--- src/rtl/fsu_pkg.sv ---
package fsu_pkg;
  localparam int unsigned SREG_W   = 8;
  localparam int unsigned SR_IDX_W = 3;
  localparam int unsigned OP_W     = 4;

  localparam int unsigned SR_C = 0;
  localparam int unsigned SR_Z = 1;
  localparam int unsigned SR_N = 2;
  localparam int unsigned SR_V = 3;
  localparam int unsigned SR_S = 4;
  localparam int unsigned SR_H = 5;
  localparam int unsigned SR_T = 6;
  localparam int unsigned SR_I = 7;

  localparam logic [OP_W-1:0] OP_SHL    = 4'd0;
  localparam logic [OP_W-1:0] OP_SHR    = 4'd1;
  localparam logic [OP_W-1:0] OP_RCL    = 4'd2;
  localparam logic [OP_W-1:0] OP_RCR    = 4'd3;
  localparam logic [OP_W-1:0] OP_SAR    = 4'd4;
  localparam logic [OP_W-1:0] OP_NSWAP  = 4'd5;
  localparam logic [OP_W-1:0] OP_FSET   = 4'd6;
  localparam logic [OP_W-1:0] OP_FCLR   = 4'd7;
  localparam logic [OP_W-1:0] OP_TSTORE = 4'd8;
  localparam logic [OP_W-1:0] OP_TLOAD  = 4'd9;

  typedef enum logic [1:0] {
    SEL_PASS  = 2'd0,
    SEL_SHIFT = 2'd1,
    SEL_SWAP  = 2'd2,
    SEL_BIT   = 2'd3
  } fsu_sel_e;
endpackage

--- src/rtl/fsu_shifter.sv ---
module fsu_shifter
  import fsu_pkg::*;
#(
  parameter int unsigned W = 8
) (
  input  logic [OP_W-1:0] op_i,
  input  logic [W-1:0]    operand_i,
  input  logic            carry_i,
  output logic [W-1:0]    result_o,
  output logic            carry_o
);
  localparam int unsigned HALF = W / 2;

  always_comb begin
    result_o = operand_i;
    carry_o  = carry_i;
    unique case (op_i)
      OP_SHL: begin
        result_o = {operand_i[W-2:0], 1'b0};
        carry_o  = operand_i[W-1];
      end
      OP_SHR: begin
        result_o = {1'b0, operand_i[W-1:1]};
        carry_o  = operand_i[0];
      end
      OP_RCL: begin
        result_o = {operand_i[W-2:0], carry_i};
        carry_o  = operand_i[W-1];
      end
      OP_RCR: begin
        result_o = {carry_i, operand_i[W-1:1]};
        carry_o  = operand_i[0];
      end
      OP_SAR: begin
        result_o = {operand_i[W-1], operand_i[W-1:1]};
        carry_o  = operand_i[0];
      end
      OP_NSWAP: result_o = {operand_i[HALF-1:0], operand_i[W-1:HALF]};
      default: ;
    endcase
  end
endmodule

--- src/rtl/fsu_flag_gen.sv ---
module fsu_flag_gen
  import fsu_pkg::*;
#(
  parameter int unsigned W = 8
) (
  input  logic [W-1:0]      result_i,
  input  logic              carry_i,
  input  logic [SREG_W-1:0] sreg_i,
  output logic [SREG_W-1:0] sreg_o
);
  logic neg, ovf;

  always_comb begin
    neg          = result_i[W-1];
    ovf          = neg ^ carry_i;
    sreg_o       = sreg_i;
    sreg_o[SR_C] = carry_i;
    sreg_o[SR_Z] = (result_i == '0);
    sreg_o[SR_N] = neg;
    sreg_o[SR_V] = ovf;
    sreg_o[SR_S] = neg ^ ovf;
  end
endmodule

--- src/rtl/fsu_bitops.sv ---
module fsu_bitops
  import fsu_pkg::*;
#(
  parameter int unsigned W     = 8,
  parameter int unsigned IDX_W = $clog2(W)
) (
  input  logic [OP_W-1:0]   op_i,
  input  logic [W-1:0]      operand_i,
  input  logic [IDX_W-1:0]  idx_i,
  input  logic [SREG_W-1:0] sreg_i,
  output logic [W-1:0]      result_o,
  output logic [SREG_W-1:0] sreg_o
);
  logic [SR_IDX_W-1:0] sidx;
  assign sidx = idx_i[SR_IDX_W-1:0];

  always_comb begin
    result_o = operand_i;
    sreg_o   = sreg_i;
    unique case (op_i)
      OP_FSET:   sreg_o[sidx]  = 1'b1;
      OP_FCLR:   sreg_o[sidx]  = 1'b0;
      OP_TSTORE: sreg_o[SR_T]  = operand_i[idx_i];
      OP_TLOAD:  result_o[idx_i] = sreg_i[SR_T];
      default: ;
    endcase
  end
endmodule

--- src/rtl/fsu_shift_flag_unit.sv ---
module fsu_shift_flag_unit
  import fsu_pkg::*;
#(
  parameter int unsigned W     = 8,
  parameter int unsigned IDX_W = $clog2(W)
) (
  input  logic              clk_i,
  input  logic              rst_ni,
  input  logic [OP_W-1:0]   op_i,
  input  logic [W-1:0]      operand_i,
  input  logic [IDX_W-1:0]  bit_idx_i,
  input  logic [SREG_W-1:0] sreg_i,
  output logic [W-1:0]      result_o,
  output logic [SREG_W-1:0] sreg_o
);
  logic [W-1:0]      sh_res, bo_res, res_d;
  logic              sh_carry;
  logic [SREG_W-1:0] fl_sreg, bo_sreg, sreg_d;
  fsu_sel_e          sel;

  fsu_shifter #(.W(W)) u_shifter (
    .op_i      (op_i),
    .operand_i (operand_i),
    .carry_i   (sreg_i[SR_C]),
    .result_o  (sh_res),
    .carry_o   (sh_carry)
  );

  fsu_flag_gen #(.W(W)) u_flag_gen (
    .result_i (sh_res),
    .carry_i  (sh_carry),
    .sreg_i   (sreg_i),
    .sreg_o   (fl_sreg)
  );

  fsu_bitops #(.W(W), .IDX_W(IDX_W)) u_bitops (
    .op_i      (op_i),
    .operand_i (operand_i),
    .idx_i     (bit_idx_i),
    .sreg_i    (sreg_i),
    .result_o  (bo_res),
    .sreg_o    (bo_sreg)
  );

  always_comb begin
    unique case (op_i)
      OP_SHL, OP_SHR, OP_RCL, OP_RCR, OP_SAR: sel = SEL_SHIFT;
      OP_NSWAP:                               sel = SEL_SWAP;
      OP_FSET, OP_FCLR, OP_TSTORE, OP_TLOAD:  sel = SEL_BIT;
      default:                                sel = SEL_PASS;
    endcase
  end

  always_comb begin
    unique case (sel)
      SEL_SHIFT: begin res_d = sh_res;    sreg_d = fl_sreg; end
      SEL_SWAP:  begin res_d = sh_res;    sreg_d = sreg_i;  end
      SEL_BIT:   begin res_d = bo_res;    sreg_d = bo_sreg; end
      default:   begin res_d = operand_i; sreg_d = sreg_i;  end
    endcase
  end

  always_ff @(posedge clk_i or negedge rst_ni) begin
    if (!rst_ni) begin
      result_o <= '0;
      sreg_o   <= '0;
    end else begin
      result_o <= res_d;
      sreg_o   <= sreg_d;
    end
  end
endmodule

--- config.mk ---
export PLATFORM = sky130hd
export DESIGN_NAME = fsu_shift_flag_unit
export DESIGN_NICKNAME = d
export VERILOG_FILES = /design/src/rtl/fsu_pkg.sv /design/src/rtl/fsu_shifter.sv /design/src/rtl/fsu_flag_gen.sv /design/src/rtl/fsu_bitops.sv /design/src/rtl/fsu_shift_flag_unit.sv
export SDC_FILE = /design/constraint.sdc
export NUM_CORES = 1
export LEC_CHECK = 0
export BUFFER_PORTS_ARGS = -buffer_cell sky130_fd_sc_hd__buf_2
export CAP_MARGIN = 5
export CORE_AREA = 2 2 65 67
export DETAILED_ROUTE_END_ITERATION = 16
export DIE_AREA = 0 0 67 69
export PLACE_DENSITY_LB_ADDON = 0.3
export SLEW_MARGIN = 20
export SYNTH_ARGS = -nofsm -noshare
export SYNTH_HDL_FRONTEND = slang
export SYNTH_SLANG_ARGS = --single-unit
--- constraint.sdc ---
create_clock -name clk_i -period 0.8 [get_ports clk_i]
set_input_delay 0 -clock clk_i [delete_from_list [all_inputs] [get_ports clk_i]]
set_output_delay 0 -clock clk_i [all_outputs]
set_load 0.01 [all_outputs]
### Yosys cells after proc, flatten, opt, wreduce, memory -nomap -nowiden

Memories as Yosys holds them, arrays and structs flattened.
Index checks and enable logic that the tools add are counted.

* flip-flop bits (word level): 16
* ROM bits: 32
* output and inout port bits: 16
* memories kept: 1

* magnitude comparators: 2
* eq/ne operators: 12
* mux-type cells: 13
* bitwise gates (word level): 5
* reduce and logical (&&, ||, !) cells: 6

Memories
* (no name shown): words 16, width 2, rd ports 1, clocked after Yosys merged registers in 0, wr ports 0, RTL line fsu_shift_flag_unit.sv:46 `unique case (op_i)`

Operators with widths (number)
* $pmux 8 s6: 1
* $pmux 8 s2: 2
* $eq 4x3->1 const B: 4
* $pmux 6 s2: 1
* $and 8x8->8: 1
* $bwmux 8: 1
* $eq 4x2->1 const B: 2
* $eq 4x4->1 const B: 2
* $logic_not 8->1: 1
* $mux 8: 1
* $not 8->8: 1
* $or 8x8->8: 1
* $eq 2x2->1 const B: 2
* $eq 4x1->1 const B: 1
* $logic_not 4->1: 1
* $lt 3x4->1 const B: 1
* $pmux 1 s2: 2
* $reduce_or 2->1: 2
* $bmux 1 s3: 1
* $demux 1 s3: 1
* $ge 3x1->1 const B: 1
* $pmux 1 s3: 1
* $reduce_or 3->1: 1
* $eq 2x1->1 const B: 1
* 3 further kinds: 5

### Depth between registers and ports, before layout

Gate-level depths: netlist (run 1).

* depth after elaboration: 8
* gate-level depth with buffers: 11

### Hierarchy

A second synthesis (run 1) with hierarchy kept.

* cells, all modules: 206
* area total of the unflattened synthesis: 1764.2 um^2

Modules (own cells, without submodules)
* fsu_shift_flag_unit: instances 1, cells an instance 72, area an instance 805.8 um^2
* fsu_bitops: instances 1, cells an instance 63, area an instance 471.7 um^2
* fsu_shifter: instances 1, cells an instance 60, area an instance 410.4 um^2
* fsu_flag_gen: instances 1, cells an instance 11, area an instance 76.3 um^2

### Worst setup path after synthesis (run 1)

No wires, ideal clock.

* kind: input port to flip-flop
* from: input op_i[2]
* to: register result_o[2]
* library setup time: 0.067 ns
* arrival time: 1.662 ns
* required time: 0.733 ns
* setup slack: -0.929 ns
* stages: 10
* path buffers: 3
* cell sequence: buf_2 -> buf_2 -> o21ai_0 -> o21ai_0 -> inv_1 -> ha_1 -> clkbuf_1 -> nor2_1 -> a22oi_1 -> nand2_1

* longest elaborated chain between the ends: 4

Ends and longest elaborated chain
* from (decl): RTL line fsu_shift_flag_unit.sv:9 `input logic [OP_W-1:0] op_i,`
* $mem_v2 16x2
* $eq 2x1->1 or $eq 2x2->1 (tied branches): RTL line fsu_shift_flag_unit.sv:55 `unique case (sel)`
* $reduce_or 2->1 (no line)
* $pmux 8 s2 *: RTL line fsu_shift_flag_unit.sv:55
* net res_d[2]: RTL line fsu_shift_flag_unit.sv:16 `logic [W-1:0] sh_res, bo_res, res_d;`
* to (signal assigned): RTL line fsu_shift_flag_unit.sv:68 `result_o <= res_d;`
* to (decl): RTL line fsu_shift_flag_unit.sv:13 `output logic [W-1:0] result_o,`

The timed path passes the listed nets; every way through them passes the cells marked *.

### Worst setup path after layout (run 1)

* from: input op_i[0]
* to: register sreg_o[1]

* longest elaborated chain between the ends: 4

Ends and longest elaborated chain
* $eq 4x3->1 (tied with other cells): RTL line fsu_shifter.sv:17 `unique case (op_i)`
* $pmux 8 s6: RTL line fsu_shifter.sv:17
* $logic_not 8->1: RTL line fsu_flag_gen.sv:18 `sreg_o[SR_Z] = (result_i == '0);`
* $pmux 8 s2 *: RTL line fsu_shift_flag_unit.sv:55
* net sreg_d[1]: RTL line fsu_shift_flag_unit.sv:18 `logic [SREG_W-1:0] fl_sreg, bo_sreg, sreg_d;`
* to (signal assigned): RTL line fsu_shift_flag_unit.sv:69 `sreg_o <= sreg_d;`
* to (decl): RTL line fsu_shift_flag_unit.sv:14 `output logic [SREG_W-1:0] sreg_o`

Marks and branches as above.

==> results of run 1 <==
==> state kept, by name, summed over array words and instances (netlist names) <==
signal and cells:
sreg_o 8, result_o 8
==> power by group <==
| part | total [mW] | internal [mW] | switching, mW |
|---|---|---|---|
| clock | 0.738 | 0.438 | 0.300 |
| sequential | 0.938 | 0.916 | 0.0222 |
| combinational | 1.60 | 0.802 | 0.800 |
| total | 3.28 | 2.16 | 1.12 |
==> per-layer routing <==
metal  share of wire, %  wire length [µm]
met1                 40              2476
met2                 51              3159
met3                6.2               383
met4                2.9               177
met5                  0                 0
==> worst max-delay path, delay by kind of cell <==
family / cells / cell delay, ps
simple gates: 2 / 800
compound gates: 3 / 420
buf+inv: 2 / 230
==> cell usage in the layout, fill, tap and decap left out, types with 4 or more instances in the layout <==
cell | netlist | routed
a21oi_1 | 4 | 4
a22oi_1 | 21 | 12
a22oi_2 | 0 | 9
buf_12 | 0 | 4
buf_2 | 5 | 31
buf_4 | 0 | 46
buf_6 | 1 | 15
clkbuf_8 | 0 | 4
dfrtp_1 | 16 | 16
dlygate4sd3_1 | 0 | 5
mux2_4 | 0 | 6
nand2_1 | 24 | 21
nor2_1 | 10 | 4
nor2_4 | 0 | 4
o21ai_1 | 2 | 9
o21ai_2 | 0 | 5
o31ai_1 | 7 | 5
==> cells in the mapped netlist, drive strengths merged, types with 2 or more instances <==
library cell  number  area share (%)
nand2             24             6.0
a22oi             21              11
o21ai             18             6.0
dfrtp             16              27
nor2              10             2.5
clkbuf             9             2.3
mux2               7             5.3
o31ai              7             3.5
buf                6             2.4
nor3               6             2.0
inv                5             1.3
nand2b             5             2.1
a21oi              4             1.3
nor2b              4             1.7
ha                 3             2.5
mux2i              3             2.0
nand3              3             1.0
o211ai             3             1.8
o41ai              3             1.8
a22o               2             1.2
and3b              2             1.2
nor3b              2             1.0
o22ai              2             1.3
or4                2             1.0
==> cell families (layout without fill, tap and decap cells) <==
kind of cell               count (synthesis)  after routing  synth area share (%)
adders and majority gates                  3              3                 2.515
buffers and inverters                     20            116                 5.951
muxes                                     11             11                 8.802
and+or+nand+nor                           65             65                 22.30
AOI/OAI and AO/OA                         69             69                 33.03
xor gates and xnor gates                   1              1                0.5869
DFF                                       16             16                 26.82
==> final cells by class <==
cell class	count	area (µm²)
clock buffers	4	55.05
well taps	50	62.56
repair buffers	107	912.1
flip-flops and latches	16	400.4
fillers	303	1059
inverters	5	26.28
multi-input cells	149	1399
==> metrics by stage <==
step / instances / hold slack [ps] / area (µm²) / setup slack [ps]
global route: 331 / -2.669 / 2855 / -566.3
floorplan: 185 / -295.6 / 1632 / -586.2
global placement: 308 / -69.56 / 2131 / -829.4
detailed placement: 308 / -66.92 / 2131 / -853.7
CTS: 323 / -5.920 / 2512 / -420.9
finish: 331 / -6.293 / 2855 / -473.8
==> final timing paths <==
kind                            from                     to  slack (ps)
min in group asynchronous     rst_ni    sreg_o[6]$_DFF_PN0_         190
max                          op_i[0]    sreg_o[1]$_DFF_PN0_        -470
max in group asynchronous     rst_ni  result_o[6]$_DFF_PN0_         350
min                        sreg_i[2]    sreg_o[2]$_DFF_PN0_          -6
==> repair_timing <==
| action | in CTS | in global routing |
|---|---|---|
| hold endpoints to repair | 21 | 1 |
| setup buffers | 6 | 5 |
| gates cloned | 0 | 3 |
| resized for setup | 61 | 55 |
| pin swaps | 17 | 25 |
| endpoints found under the setup margin | 16 | 16 |
==> results.txt, run 1 <==
Critical path capture point type - register
CP required - 990 ps
Min Hold Slack - -6.293 ps
Final Power - 3.278 mW
Clock Tree Buf Depth - 2
Initial drt markers - 205
Minimum clock period - 1274 ps
Total CTS buffers - 3
Top Ports - 41
Vias in the first global route - 1,928
Crit-path cells - buf_12, buf_6, and3b_2, a22oi_2, o21ai_1, or4_1, o21ai_1
Max-slew violations - 0
Fin nets - 310
Post-synthesis sequential area ratio - 26.82%
Distinct cells, synth - 46
Syn nets - 213
Core Util, Final - 72.95%
Wire per inst - 18.72 µm
Die area - 4623 µm²
WHS Path Cells - 2
Total negative slack - -5085 ps
Power per cell area - 1148 nW/µm²
Final ANT Viol Nets - 0
Max transition margin - 75.34%
Htree depth - 1
Crit path top cell by count - o21ai_1
Peak VDD IR - 643.3 µV
# clock sinks - 16
TritonCTS clock tree - built
Syn Area/Cell - 8.069 µm²
Yosys reg bits - 16
Leakage - 1.259 nW
Failing checks - hold timing, setup timing
Synthesized cell area - 1493 µm²
Instance count of the mapped netlist - 185
Post-DR vias/cell - 6.015
Global routing met2 resource utilization - 40.48%
Top FF cell, synth - dfrtp_1
Via Count - 1,991
Initial core utilization - 38.14%
Max-cap viol count - 0
Drt pass-1 iters - 4
Max stage delay on crit path - 530 ps
Yosys warns - 0
DR DRC count - 0
CP max-delay cell - or4_1
EDFF count, synth - 0
Status - finished, violations left
Initial antenna violation count - 0
CTS Hold Bufs - 5
Buffers on Ports - 40
Top Usage Layer GRT - met2
HPWL after DPL - 3772 µm
Total grt overflow - 0
Core area - 3914 µm²
Die Height - 69 µm
CP Data Arrival Time - 1460 ps
CTS clk-pin slew, worst paths - 60 ps
Final worst setup slack - -473.8 ps
Met3 global-route usage - 2.447%
Tot GR Track Use - 24.36%
Area delta synth->final - 91.28%
Largest net degree at the start of global routing - 17
Met1 Resource Use GR - 31.51%
Die Wd - 67 µm
Startpoint Class - input pin
Final setup violation count - 16
Maximum clock rate - 785.0 MHz
Share of layout cells above drive strength 1 - 62.63%
Row cnt - 23
Final count of hold timing violations - 1
Crit Path Max Fanout - 8
Ys async rst share - 100.0%
Slew @ Worst Pin - 369.9 ps
Worst min-delay path category - input pin to register
Gpl congestion - 0.8672
CTS root buffer - clkbuf_8
Antenna Cells - 0
Total Wirelength - 6196 µm
First-pass GRT wire length - 8887 µm
WS Path Type - input pin to register
Unrepaired setup endpoints after global routing - yes
Crit share post-route - 159.2%
Power figures use the tool's default switching activity.
==> inputs of run 2 (changes only) <==
--- a/config.mk
+++ b/config.mk
@@ -5,11 +5,12 @@
 export SDC_FILE = /design/constraint.sdc
 export NUM_CORES = 1
 export LEC_CHECK = 0
+export ABC_AREA = 1
 export BUFFER_PORTS_ARGS = -buffer_cell sky130_fd_sc_hd__buf_2
 export CAP_MARGIN = 5
-export CORE_AREA = 2 2 65 67
+export CORE_AREA = 2 2 68 70
 export DETAILED_ROUTE_END_ITERATION = 16
-export DIE_AREA = 0 0 67 69
+export DIE_AREA = 0 0 70 72
 export PLACE_DENSITY_LB_ADDON = 0.3
 export SLEW_MARGIN = 20
 export SYNTH_ARGS = -nofsm -noshare
==> results.txt, run 2 <==
Antenna Cells - 0 (unchanged)
CP Data Arrival Time - 1150 ps (-310 ps)
Final count of hold timing violations - 0 (-1)
Die area - 5040 µm² (+9.0%)
CP required - 970 ps (-20 ps)
EDFF count, synth - 0 (unchanged)
Max-slew violations - 0 (unchanged)
Minimum clock period - 986.4 ps (-287.4 ps)
Htree depth - 1 (unchanged)
Slew @ Worst Pin - 334.5 ps (-35.36 ps)
# clock sinks - 16 (unchanged)
Largest family of logic cells by synthesized area - simple AND/OR/NAND/NOR gates
Maximum clock rate - 1014 MHz (+29%)
Unrepaired setup endpoints after global routing - yes
Die Height - 72 µm (+4.3%)
CTS clk-pin slew, worst paths - 60 ps (about the same)
Total CTS buffers - 3 (unchanged)
Clock Tree Buf Depth - 2 (unchanged)
Crit share post-route - 123.3% (-36 points)
Syn Area/Cell - 6.030 µm² (-25%)
Synth top area cells - dfrtp_1 24%, nand2_1 15%, nand3_1 13%
Crit Path Max Fanout - 8 (unchanged)
Max transition margin - 77.53% (+2.2 points)
Initial antenna violation count - 0 (unchanged)
Cell Int Power - 1.987 mW (-7.8%)
Distinct cells, synth - 29 (-37%)
Peak VDD IR - 475.0 µV (-26%)
Post-place setup slack - -638.9 ps (+214.9 ps)
Initial drt markers - 209 (+2.0%)
Final ANT Viol Nets - 0 (unchanged)
Buffers on Ports - 40 (unchanged)
Logic pwr share - 52.1% (+3.2 points)
Top Ports - 41 (unchanged)
Failing checks - setup timing
Max-cap viol count - 0 (unchanged)
Finished Layout Cells - 430 (+30%)
Synth area leader - dfrtp_1
Yosys reg bits - 16 (unchanged)
Post-synthesis sequential area ratio - 23.97% (-2.9 points)
Startpoint Class - input pin
Worst setup path end - sreg_o[3]$_DFF_PN0_
Initial core utilization - 39.17% (+1.0 points)
Clock share of power - 18.0% (-4.5 points)
Psw - 1.184 mW (+5.5%)
Sequential share of power - 29.8% (+1.2 points)
TritonCTS clock tree - built
Dpl cells - 412 (+34%)
Fillers - 364 (+20%)
Syn nets - 305 (+43%)
Yosys warns - 0 (unchanged)
CTS root buffer - clkbuf_8
Count leader, synth - nand2_1
Met3 global-route usage - 2.083% (-0.36 points)
Met1 Resource Use GR - 29.90% (-1.6 points)
Worst min-delay path category - input pin to register
Total grt overflow - 0 (unchanged)
HPWL after DPL - 4484 µm (+19%)
Vias in the first global route - 2,169 (+13%)
Most common cell after layout, fill and taps aside - nand2_1
Post-Synth XOR/XNOR Area - 0% (-0.59 points)
DR DRC count - 0 (unchanged)
Post-synth top cells - 68 x nand2_1, 44 x nand3_1, 32 x inv_1, 30 x nor2_1, 19 x o21ai_0
Area delta synth->final - 76.03%
Crit path from - op_i[3]
Switching Share - 37.33% (+3.1 points)
Instance count of the mapped netlist - 277 (+50%)
Biggest regs - result_o x8, sreg_o x8
Leakage - 1.464 nW (+16%)
Final setup violation count - 16 (unchanged)
Core area - 4264 µm² (+9.0%)
Post-DR vias/cell - 5.391 (-10%)
Synth Area in Simple Gates - 43.52% (+21 points)
WS Path Type - input pin to register
Top FF cell, synth - dfrtp_1
Fin nets - 408 (+32%)
Top Usage Layer GRT - met2
Wire per inst - 14.73 µm (-21%)
Synth Area in Adders - 2.247% (-0.27 points)
Drt pass-1 iters - 4 (unchanged)
Via Count - 2,318 (+16%)
Ys async rst share - 100.0% (unchanged)
Share of layout cells above drive strength 1 - 49.47% (-13 points)
Sequential cell area - 400.4 µm² (unchanged)
Mux contribution to synthesized area - 0% (-8.8 points)
Total Wirelength - 6335 µm (+2.2%)
Power per cell area - 1078 nW/µm² (-6.1%)
Area of the multi-input gates - 1451 µm² (+3.8%)
First-pass GRT wire length - 9729 µm (+9.5%)
Final worst setup slack - -186.4 ps (+287.4 ps)
Tot GR Track Use - 23.97% (-0.39 points)
Synthesized cell area - 1670 µm² (+12%)
Critical path capture point type - register
Status - finished, violations left
Most frequent cells in the layout - 57 x nand2_1, 47 x buf_4, 36 x buf_2
Post-synth top area share - 23.97% (-2.9 points)
Row cnt - 24 (+4.3%)
Post-synthesis compound-gate area fraction - 20.00% (-13 points)
Global routing met2 resource utilization - 41.80% (+1.3 points)
Largest net degree at the start of global routing - 17 (unchanged)
Die Wd - 70 µm (+4.5%)
Gpl congestion - 0.9257 (+6.7%)
==> run 2: changes by cell type after synthesis, sizes merged, moves of 4 or more <==
cell	previous run	this run
a21oi	4	12
a22oi	21	3
a31oi	0	8
clkbuf	9	4
inv	5	37
mux2	7	0
nand2	24	72
nand2b	5	0
nand3	3	45
nor2	10	37
nor2b	4	0
nor3	6	1
o21ai	18	25
o31ai	7	3
==> run 2: layer usage <==
| layer | wire, µm | up-vias | part of all wire, % |
|---|---|---|---|
| met5 | 0 | - | 0 |
| met4 | 272 | 0 | 4.3 |
| met3 | 399 | 28 | 6.3 |
| met2 | 3212 | 108 | 51 |
| met1 | 2450 | 1054 | 39 |
| li1 | - | 1128 | - |
==> run 2: critical path: stages <==
cell,delay [ps]
buf_12,90
clkinv_8,70
nand2_4,70
nand2_4,60
buf_6,130
nor2_4,170
nor2_1,60
nand2_1,110
nand2_2,90
nand2_2,70
nand3_2,80
a21oi_2,150
==> run 2: through the flow <==
step | setup TNS, ps | cell area [µm²] | power, mW | hold WS (ps) | utilization, %
after detailed placement | -9348 | 2305 | 2.201 | -78.35 | 54.05
final | -2051 | 2940 | 3.171 | 67.74 | 68.96
after floorplan | -7808 | 1739 | 1.661 | -295.6 | -
after global routing | -3004 | 2940 | 3.345 | 64.13 | 68.96
after CTS | -1977 | 2663 | 2.965 | 42.69 | 62.44
after global placement | -8617 | 2305 | 2.187 | -80.80 | 54.05
==> run 2: worst min path at each step <==
stage | from | end | depth (start not counted)
3_3_place_gp | rst_ni | result_o[4]$_DFF_PN0_ | 1
3_5_place_dp | rst_ni | result_o[1]$_DFF_PN0_ | 1
6_report | sreg_i[3] | sreg_o[3]$_DFF_PN0_ | 3
2_1_floorplan | rst_ni | result_o[0]$_DFF_PN0_ | 0
4_1_cts | sreg_i[3] | sreg_o[3]$_DFF_PN0_ | 3
5_1_grt | sreg_i[3] | sreg_o[3]$_DFF_PN0_ | 3
==> run 2: cells by family (layout without fill, tap and decap cells) <==
logic type / after synthesis / after routing
adders and majority gates: 3 / 3
AOI/OAI and AO/OA: 58 / 58
buffers and inverters: 44 / 145
and+or+nand+nor: 156 / 156
DFF: 16 / 16
==> run 2: layout make-up <==
| cell class | instances | area share, % |
|---|---|---|
| sequential | 16 | 13.62 |
| inverter | 37 | 6.000 |
| clock buffer | 3 | 1.404 |
| multi-input combinational | 217 | 49.36 |
| timing repair buffer | 105 | 27.40 |
| tap | 52 | 2.213 |
==> run 2: power groups by stage <==
stage	Sequential [mW]	Clock (mW)	Combinational (mW)
after global routing	0.953	0.623	1.77
after floorplan	1.03	0	0.626
after detailed placement	0.961	0	1.24
after global placement	0.959	0	1.23
final	0.946	0.572	1.65
after CTS	0.947	0.580	1.44
==> run 2: repair_timing <==
item                                    in CTS  in global routing
pin swaps                                   32                 33
endpoints found under the setup margin      16                 16
endpoints found under the hold margin       19                  0
buffers inserted                             5                  6
resized for setup                           71                 57
hold buffers                                 4                  0
==> inputs of run 3 (changes only) <==
--- a/config.mk
+++ b/config.mk
@@ -8,9 +8,9 @@
 export ABC_AREA = 1
 export BUFFER_PORTS_ARGS = -buffer_cell sky130_fd_sc_hd__buf_2
 export CAP_MARGIN = 5
-export CORE_AREA = 2 2 68 70
+export CORE_AREA = 2 2 62 64
 export DETAILED_ROUTE_END_ITERATION = 16
-export DIE_AREA = 0 0 70 72
+export DIE_AREA = 0 0 64 66
 export PLACE_DENSITY_LB_ADDON = 0.3
 export SLEW_MARGIN = 20
 export SYNTH_ARGS = -nofsm -noshare
==> results.txt, run 3 (synthesized netlist as in run 2, its figures left out) <==
Crit Path Max Fanout - 5 (-3)
Total grt overflow - 0 (unchanged)
Post-place setup slack - -674.0 ps (-35.17 ps)
Minimum clock period - 981.6 ps (-4.861 ps)
CP top delay family - compound AO/OA/AOI/OAI gates
Die Wd - 64 µm (-8.6%)
Final ANT Viol Nets - 0 (unchanged)
Startpoint Class - input pin
Clock Tree Buf Depth - 2 (unchanged)
CP max-delay cell - ha_4
# clock sinks - 16 (unchanged)
Post-DR vias/cell - 5.741 (+6.5%)
First-pass GRT wire length - 9936 µm (+2.1%)
Core area - 3551 µm² (-17%)
Drt pass-1 iters - 7 (+3)
Total CTS buffers - 3 (unchanged)
Unrepaired setup endpoints after global routing - yes
Biggest regs - result_o x8, sreg_o x8
Share of layout cells above drive strength 1 - 50.53% (+1.1 points)
Crit path top cell by count - buf_12
Htree depth - 1 (unchanged)
HPWL after DPL - 4440 µm (-0.97%)
Maximum clock rate - 1019 MHz (+0.50%)
Area delta synth->final - 77.23%
Via Count - 2,457 (+6.0%)
Initial drt markers - 267 (+28%)
Critical path capture point type - register
Worst min-delay path category - input pin to register
Final worst setup slack - -181.6 ps (+4.861 ps)
Max stage delay on crit path - 200 ps (+30 ps)
Total Wirelength - 6906 µm (+9.0%)
CP required - 1010 ps (+40 ps)
Leakage - 1.462 nW (-0.13%)
Total negative slack - -1870 ps (+181.1 ps)
Fin nets - 410 (+0.49%)
Failing checks - setup timing
Largest net degree at the start of global routing - 17 (unchanged)
Max transition margin - 76.03% (-1.5 points)
Tot GR Track Use - 30.29% (+6.3 points)
CTS root buffer - clkbuf_4
Gpl congestion - 0.9602 (+3.7%)
Initial core utilization - 47.04% (+7.9 points)
Max-cap viol count - 0 (unchanged)
CP Data Arrival Time - 1190 ps (+40 ps)
Crit-path cells - buf_12, inv_8, a21oi_4, nor2_8, ha_4, inv_6, buf_12, a21oi_2, o21ai_1, a31oi_1
Power per cell area - 1034 nW/µm² (-4.1%)
Vias in the first global route - 2,238 (+3.2%)
Finished Layout Cells - 428 (-0.47%)
Max-slew violations - 0 (unchanged)
Antenna Cells - 0 (unchanged)
Status - finished, violations left
Final setup violation count - 18 (+2)
Most common cell after layout, fill and taps aside - nand2_1
TritonCTS clock tree - built
Die Height - 66 µm (-8.3%)
WS Path Type - input pin to register
Dpl cells - 412 (unchanged)
Top Ports - 41 (unchanged)
Initial antenna violation count - 0 (unchanged)
Most frequent cells in the layout - 52 x nand2_1, 46 x buf_4, 35 x buf_2
Final count of hold timing violations - 0 (unchanged)
Die area - 4224 µm² (-16%)
Slew @ Worst Pin - 359.6 ps (+25.07 ps)
Final instance area - 2960 µm² (+0.68%)
Crit share post-route - 122.7% (-0.61 points)
Peak VDD IR - 497.2 µV (+4.7%)
DR DRC count - 0 (unchanged)
Buffers on Ports - 40 (unchanged)
CTS clk-pin slew, worst paths - 80 ps (+20 ps)
Row cnt - 22 (-8.3%)
Buffers & Inverters on Critical Path - 4 (+1)
Placement Cell Area - 2367 µm² (+2.7%)
Wire per inst - 16.14 µm (+9.5%)
==> run 3: final timing paths <==
path / startpoint / to / slack (ps) / depth (start not counted)
min in group asynchronous: rst_ni / result_o[6]$_DFF_PN0_ / 130 / 2
min: operand_i[4] / result_o[4]$_DFF_PN0_ / 30 / 3
max: op_i[1] / result_o[1]$_DFF_PN0_ / -180 / 10
max in group asynchronous: rst_ni / result_o[7]$_DFF_PN0_ / 400 / 2
==> run 3: through the flow <==
stage | util [%] | total power, mW | hold slack, ps
after floorplan | - | 1.661 | -295.6
after global placement | 66.67 | 2.200 | -74.49
after detailed placement | 66.67 | 2.223 | -74.03
after CTS | 77.52 | 2.836 | 33.77
after global routing | 83.37 | 3.211 | 46.47
final | 83.37 | 3.062 | 25.32
==> run 3: timing repair <==
| action | 4_1_cts | 5_1_grt |
|---|---|---|
| gates resized for setup | 80 | 52 |
| setup buffers | 5 | 2 |
| hold buffers | 6 | 0 |
| hold endpoints to repair | 21 | 0 |
| setup endpoints to repair | 17 | 30 |
| gates cloned | 1 | 0 |
| pin swaps | 30 | 23 |
==> run 3: report_power, final <==
part / leakage, nW / internal [mW] / switching [mW] / total, mW
clock network: 0.0138 / 0.176 / 0.252 / 0.427
registers: 0.195 / 0.921 / 0.0225 / 0.944
logic: 1.25 / 0.749 / 0.941 / 1.69
==> run 3: area by class of cell <==
cell class                      count  area [µm²]
Inverter                           37       173.9
Timing Repair Buffer              106       850.8
Tap cell                           48       60.06
Multi-Input combinational cell    218        1453
Clock buffer                        3       22.52
Fill cell                         217       590.6
Sequential cell                    16       400.4
==> run 3: worst min-delay path, delay by kind of cell <==
family / cells / cell delay (ps)
compound gates: 1 / 40
buf+inv: 1 / 140
simple gates: 1 / 100
==> run 3: layer usage <==
metal,vias up,wire (µm),GRT usage [%]
li1,1131,-,-
met1,1131,2468,32.77
met2,159,3581,55.47
met3,36,507,3.918
met4,0,349,19.29
met5,-,0,0
